`src/rtl/ppc_pkg.sv`:
```
package ppc_pkg;
  typedef enum logic [2:0] {
    S_IDLE,
    S_OFS_LO,
    S_OFS_HI,
    S_LOCATE,
    S_MAP_LO,
    S_MAP_HI
  } ppc_state_e;

  // location of the bitmap base field and the minimum limit that covers it
  localparam logic [31:0] OFS_FIELD_ADDR   = 32'h66;
  localparam logic [31:0] MIN_TSS_LIMIT    = 32'h67;
  // size of the fixed region; strict mode treats a lower base as "no bitmap"
  localparam logic [15:0] FIXED_REGION_END = 16'h68;
endpackage

```
`src/rtl/ppc_pre.sv`:
```
// Request pre-decode: size code, privilege bypass, limit too short for the offset field.
module ppc_pre #(
  parameter int WCODE_W = 3,
  parameter int PL_W    = 2,
  parameter int ADDR_W  = 32
) (
  input  logic [WCODE_W-1:0] width,
  input  logic [PL_W-1:0]    cpl,
  input  logic [PL_W-1:0]    iopl,
  input  logic               vm,
  input  logic [ADDR_W-1:0]  limit,
  output logic               bad_width,
  output logic               bypass,
  output logic               short_limit
);
  assign bad_width   = !((width == WCODE_W'(1)) || (width == WCODE_W'(2)) ||
                         (width == WCODE_W'(4)));
  assign bypass      = !vm && (cpl <= iopl);
  assign short_limit = limit < ADDR_W'(ppc_pkg::MIN_TSS_LIMIT);
endmodule

```
`src/rtl/ppc_locate.sv`:
```
// Bitmap byte address and the limit / no-bitmap rejection.
module ppc_locate #(
  parameter int PORT_W = 16,
  parameter int OFS_W  = 16,
  parameter int ADDR_W = 32
) (
  input  logic [OFS_W-1:0]  base,
  input  logic [PORT_W-1:0] port,
  input  logic [ADDR_W-1:0] limit,
  input  logic              strict,
  output logic [ADDR_W-1:0] first_addr,
  output logic              reject
);
  logic [ADDR_W-1:0] second_addr;
  logic              no_map;

  // full-width sum: never wraps at 16 bits
  assign first_addr  = ADDR_W'(base) + ADDR_W'(port[PORT_W-1:3]);
  assign second_addr = first_addr + ADDR_W'(1);
  assign no_map      = strict && (base < OFS_W'(ppc_pkg::FIXED_REGION_END));
  assign reject      = no_map || (second_addr > limit);
endmodule

```
`src/rtl/ppc_bits.sv`:
```
// Extracts the permission window from the two fetched bytes.
module ppc_bits #(
  parameter int WCODE_W = 3,
  parameter int LANES   = 4
) (
  input  logic [7:0]         lo_byte,
  input  logic [7:0]         hi_byte,
  input  logic [2:0]         bit_sel,
  input  logic [WCODE_W-1:0] width,
  output logic               allow
);
  logic [15:0]      pair;
  logic [LANES-1:0] window;
  logic [LANES-1:0] hit;

  assign pair   = {hi_byte, lo_byte};
  assign window = pair[bit_sel +: LANES];

  for (genvar i = 0; i < LANES; i++) begin : g_lane
    assign hit[i] = window[i] && (WCODE_W'(i) < width);
  end

  assign allow = ~|hit;
endmodule

```
`src/rtl/port_perm_check.sv`:
```
module port_perm_check #(
  parameter int PORT_W  = 16,
  parameter int ADDR_W  = 32,
  parameter int OFS_W   = 16,
  parameter int WCODE_W = 3,
  parameter int PL_W    = 2
) (
  input  logic               clk,
  input  logic               rst_n,
  input  logic               strict_mode,
  input  logic               req_valid,
  output logic               req_ready,
  input  logic [PORT_W-1:0]  req_port,
  input  logic [WCODE_W-1:0] req_width,
  input  logic [PL_W-1:0]    req_cpl,
  input  logic [PL_W-1:0]    req_iopl,
  input  logic               req_vm,
  input  logic [ADDR_W-1:0]  req_limit,
  output logic               mem_valid,
  input  logic               mem_ready,
  output logic [ADDR_W-1:0]  mem_addr,
  input  logic [7:0]         mem_rdata,
  output logic               done,
  output logic               grant
);
  import ppc_pkg::*;

  ppc_state_e          st;
  logic [PORT_W-1:0]   port_q;
  logic [WCODE_W-1:0]  width_q;
  logic [ADDR_W-1:0]   limit_q;
  logic                strict_q;
  logic [OFS_W-1:0]    base_q;
  logic [ADDR_W-1:0]   map_q;
  logic [7:0]          b0_q;
  logic                done_q;
  logic                grant_q;

  logic                bad_width, bypass, short_limit;
  logic [ADDR_W-1:0]   first_addr;
  logic                reject;
  logic                allow;

  ppc_pre #(.WCODE_W(WCODE_W), .PL_W(PL_W), .ADDR_W(ADDR_W)) u_pre (
    .width(req_width), .cpl(req_cpl), .iopl(req_iopl), .vm(req_vm),
    .limit(req_limit), .bad_width(bad_width), .bypass(bypass),
    .short_limit(short_limit)
  );

  ppc_locate #(.PORT_W(PORT_W), .OFS_W(OFS_W), .ADDR_W(ADDR_W)) u_loc (
    .base(base_q), .port(port_q), .limit(limit_q), .strict(strict_q),
    .first_addr(first_addr), .reject(reject)
  );

  ppc_bits #(.WCODE_W(WCODE_W), .LANES(4)) u_bits (
    .lo_byte(b0_q), .hi_byte(mem_rdata), .bit_sel(port_q[2:0]),
    .width(width_q), .allow(allow)
  );

  always_ff @(posedge clk) begin
    if (!rst_n) begin
      st       <= S_IDLE;
      port_q   <= '0;
      width_q  <= '0;
      limit_q  <= '0;
      strict_q <= 1'b0;
      base_q   <= '0;
      map_q    <= '0;
      b0_q     <= '0;
      done_q   <= 1'b0;
      grant_q  <= 1'b0;
    end else begin
      done_q  <= 1'b0;
      grant_q <= 1'b0;
      case (st)
        S_IDLE: if (req_valid) begin
          port_q   <= req_port;
          width_q  <= req_width;
          limit_q  <= req_limit;
          strict_q <= strict_mode;
          if (bad_width) begin
            done_q <= 1'b1;
          end else if (bypass) begin
            done_q  <= 1'b1;
            grant_q <= 1'b1;
          end else if (short_limit) begin
            done_q <= 1'b1;
          end else begin
            st <= S_OFS_LO;
          end
        end
        S_OFS_LO: if (mem_ready) begin
          base_q[7:0] <= mem_rdata;
          st          <= S_OFS_HI;
        end
        S_OFS_HI: if (mem_ready) begin
          base_q[OFS_W-1:8] <= mem_rdata[OFS_W-9:0];
          st                <= S_LOCATE;
        end
        S_LOCATE: begin
          if (reject) begin
            done_q <= 1'b1;
            st     <= S_IDLE;
          end else begin
            map_q <= first_addr;
            st    <= S_MAP_LO;
          end
        end
        S_MAP_LO: if (mem_ready) begin
          b0_q <= mem_rdata;
          st   <= S_MAP_HI;
        end
        S_MAP_HI: if (mem_ready) begin
          done_q  <= 1'b1;
          grant_q <= allow;
          st      <= S_IDLE;
        end
        default: st <= S_IDLE;
      endcase
    end
  end

  always_comb begin
    mem_valid = 1'b0;
    mem_addr  = '0;
    case (st)
      S_OFS_LO: begin mem_valid = 1'b1; mem_addr = ADDR_W'(OFS_FIELD_ADDR); end
      S_OFS_HI: begin mem_valid = 1'b1; mem_addr = ADDR_W'(OFS_FIELD_ADDR) + ADDR_W'(1); end
      S_MAP_LO: begin mem_valid = 1'b1; mem_addr = map_q; end
      S_MAP_HI: begin mem_valid = 1'b1; mem_addr = map_q + ADDR_W'(1); end
      default:  begin mem_valid = 1'b0; mem_addr = '0; end
    endcase
  end

  assign req_ready = (st == S_IDLE);
  assign done      = done_q;
  assign grant     = grant_q;
endmodule

```
`config.mk`:
```
export PLATFORM = sky130hd
export DESIGN_NAME = port_perm_check
export DESIGN_NICKNAME = d
export VERILOG_FILES = /design/src/rtl/ppc_pkg.sv /design/src/rtl/ppc_pre.sv /design/src/rtl/ppc_locate.sv /design/src/rtl/ppc_bits.sv /design/src/rtl/port_perm_check.sv
export SDC_FILE = /design/constraint.sdc
export NUM_CORES = 1
export LEC_CHECK = 0
export ABC_AREA = 1
export BUFFER_PORTS_ARGS = -buffer_cell sky130_fd_sc_hd__buf_4
export CAP_MARGIN = 10
export CORE_ASPECT_RATIO = 1.2
export CORE_MARGIN = 10
export CORE_UTILIZATION = 58
export DETAILED_ROUTE_END_ITERATION = 12
export GPL_TIMING_DRIVEN = 0
export HOLD_SLACK_MARGIN = 0.03
export PLACE_DENSITY = 0.82
export SLEW_MARGIN = 0
export SYNTH_ARGS = -nofsm -noshare
export SYNTH_HDL_FRONTEND = slang
export SYNTH_SLANG_ARGS = --single-unit
```
`constraint.sdc`:
```
create_clock -name clk -period 4.45 [get_ports clk]
set_input_delay 0.89 -clock clk [delete_from_list [all_inputs] [get_ports clk]]
set_output_delay 0.89 -clock clk [all_outputs]
set_load 0.01 [all_outputs]
```
==> impl_metrics.yaml <==
global_routing:
  grt_start_max_net_pins: 17
  grt_use_total: 0.228
  first_global_vias: 6386
  grt_pass1_wl_microns: 29100
  grt_remaining_overflow: 0
  antenna_found_initial: 0
die:
  core_sq_um: 11000
  pin_count: 105
  initial_core_util: 0.588
  die_height_microns: 136
  die_w_microns: 116
  rows: 42
  dieArea_sq_um: 15800
synth:
  synth_area_sq_um: 6460
  seq_area_frac_synth: 0.304
  yosys_register_bits: 98
  synth.area.top_cells: "dfxtp_1 30%, nand2_1 15%, inv_1 9.1%, a21oi_1 8.4%, o21ai_0 7.0%"
  synth_warnings: 0
  netlist.area_leader.share: 0.304
  syn_avg_cell_area_sq_um: 6.24
  syn_inst: 1036
  synth_top_cell_by_area: "dfxtp_1"
  post_synth_num_cell_types: 38
timing:
  max_slew_margin: 0.489
  setup_violations: 0
  fin_crit_ns: 4.04
  hold_violations: 0
  drv_slew: 0
  tightest_slew_ns: 0.761
  finalCritPeriodShare: 0.908
  skew_ns: 0.00526
  clock.fmax_mhz: 248
critical_path:
  endpoint_kind: "register"
  reg2reg_slack_ns: 0.41
  endpoint: "map_q[11]"
  timing.rr.end: "map_q[11]"
  arrival_ns: 4.32
  crit_path_start_kind: "register"
  crit_start: "base_q[0]"
  reg2reg_depth: 27
  r2r_start: "base_q[0]"
  critPathKind: "register to register"
  crit_required_ns: 4.73
  cp_max_fo: 10
outcome:
  status: "complete, no violations"
final_layout:
  layout.cells.non_filler: 1290
  fin_nets: 1258
  utilization: 0.701
  drive_above_1_share: 0.134
  diodes: 0
  syn_to_final_growth_pct: 19.2
detailed_routing:
  drc: 0
  drt.antenna.violating_nets: 0
  routed_wl_microns: 18100
  vias: 6750
  drt_pass1_iterations: 5
  wire_per_inst_microns: 14.0
  drt-initial-drc-count: 449
  via_per_inst: 5.23
clock_tree:
  hold_buffers: 0
  clock_latency_ns: 0.35
  cts_tree: "built"
  cts-root-buf: "clkbuf_16"
  clk_pin_slew_ns: 0.07
  cts_max_path_buffers: 2
  cts_buffers: 9
  htreeDepth: 3
  cts.sink_count: 98
min_path:
  hp-class: "register to register"
power:
  leakage_nw: 3.83
  peakVddDrop_v: 0.000274
  power.density_nw_per_um2: 411
placed_design:
  gp_congestion: 0.986
  portBuffers: 90
  dpl.cell_count: 1272
  dp_hpwl_microns: 14400
run:
  maxCapViolations: 0
[routing by layer]
layer | vias to the layer above | global-route usage | wire (microns)
li1 | 3533 | - | -
met1 | 2970 | 0.257 | 7710
met2 | 196 | 0.393 | 8670
met3 | 51 | 0.0488 | 999
met4 | 0 | 0.113 | 716
met5 | - | 0 | 0
[logic make-up after synthesis]
| group | synth area share |
|---|---|
| simple gates | 0.308 |
| flops | 0.304 |
| compound gates | 0.179 |
| xor+xnor | 0.0122 |
| other cells | 0.000580 |
| buf+inv | 0.126 |
| fa+ha+maj | 0.0709 |
[cell usage in the layout (no fill, tap or decap), types with 3 or more instances in the layout]
cell / instances
dfxtp_1: 98
conb_1: 15
or2_2: 4
o211ai_1: 6
nand3_1: 45
nor3_1: 7
o21ai_0: 91
buf_4: 108
inv_1: 156
nor2_2: 4
a21oi_1: 109
clkbuf_16: 9
xor2_1: 7
nor2_1: 115
nand2_2: 11
nor2_4: 3
nor4_1: 4
ha_1: 35
nand2_1: 253
nand4_1: 18
clkbuf_1: 25
[worst max-delay path: stages (launching register included)]
cell and delay, ns:
dfxtp_1 0.35, ha_1 0.17, inv_1 0.05, fa_1 0.42, inv_1 0.16, ha_1 0.21
inv_1 0.05, nor2_1 0.09, nand3_1 0.12, nor2_1 0.14, nand4_1 0.20, nor2_1 0.17
xor2_1 0.18, inv_1 0.06, ha_1 0.29, nand2_1 0.07, nor2_1 0.18, nand2_1 0.12
inv_1 0.07, nand2_1 0.05, nand2_1 0.05, nand2_1 0.05, nand2_1 0.10, nand2_4 0.10
nand3_1 0.13, clkbuf_4 0.23, nor2_1 0.05, nor2_1 0.11
[cell type report]
| type | count | area, sq um |
|---|---|---|
| well taps | 132 | 165 |
| flip-flops and latches | 98 | 1960 |
| inverters | 157 | 589 |
| clock buffers | 11 | 253 |
| repair buffers | 92 | 691 |
| multi-input cells | 750 | 3740 |
| plain buffers | 45 | 235 |
| fillers | 1001 | 3280 |
| clock inverters | 5 | 60.1 |
[how the worst min path moves through the flow]
stage / slack, ns / from / end / cells after the start
floorplan: 0.42 / limit_q[19] / limit_q[19] / 2
CTS: 0.46 / limit_q[19] / limit_q[19] / 2
global route: 0.48 / limit_q[18] / limit_q[18] / 2
global placement: 0.44 / width_q[1] / width_q[1] / 2
finish: 0.46 / limit_q[19] / limit_q[19] / 2
detailed placement: 0.44 / limit_q[24] / limit_q[24] / 2
[through the flow]
stage	area, sq um	total power (W)	setup TNS [ns]	setup WS (ns)	hold slack, ns
2_1_floorplan	6510	0.00197	0	1.01	0.424
3_3_place_gp	7350	0.00230	0	0.410	0.439
3_5_place_dp	7350	0.00233	0	0.343	0.444
4_1_cts	7670	0.00315	0	0.264	0.459
5_1_grt	7700	0.00338	-0.0614	-0.0143	0.481
6_report	7700	0.00316	0	0.410	0.456
[flip-flops by register name (all words and copies together), names as in the netlist]
signal / flops
grant: 1
st: 3
port_q: 16
done: 1
limit_q: 32
strict_q: 1
base_q: 16
map_q: 17
b0_q: 8
width_q: 3
[Yosys cell counts (all sizes together)]
master / n
nand2: 265
buf: 20
clkbuf: 25
ha: 35
o31ai: 1
a21o: 2
o211ai: 6
dfxtp: 98
nor3: 8
o32ai: 2
o22ai: 1
nand3b: 1
nor2: 122
nor4: 4
fa: 1
a22oi: 1
o21ai: 92
o221ai: 2
o21bai: 2
a21oi: 109
clkinv: 1
conb: 1
inv: 156
a31oi: 2
or2: 4
xor2: 7
nand4: 18
xnor2: 2
nand3: 48
[report_power, final]
part | switching (W) | internal (W)
Sequential | 0.0000815 | 0.00103
Clock | 0.000343 | 0.000469
Combinational | 0.000801 | 0.000441
Total | 0.00123 | 0.00194
[timing repair]
item	in CTS	in global routing
resized for setup	0	8
buffers inserted	0	2
endpoints found under the setup margin	0	18
Note: power is estimated with default switching activity, not from simulation.
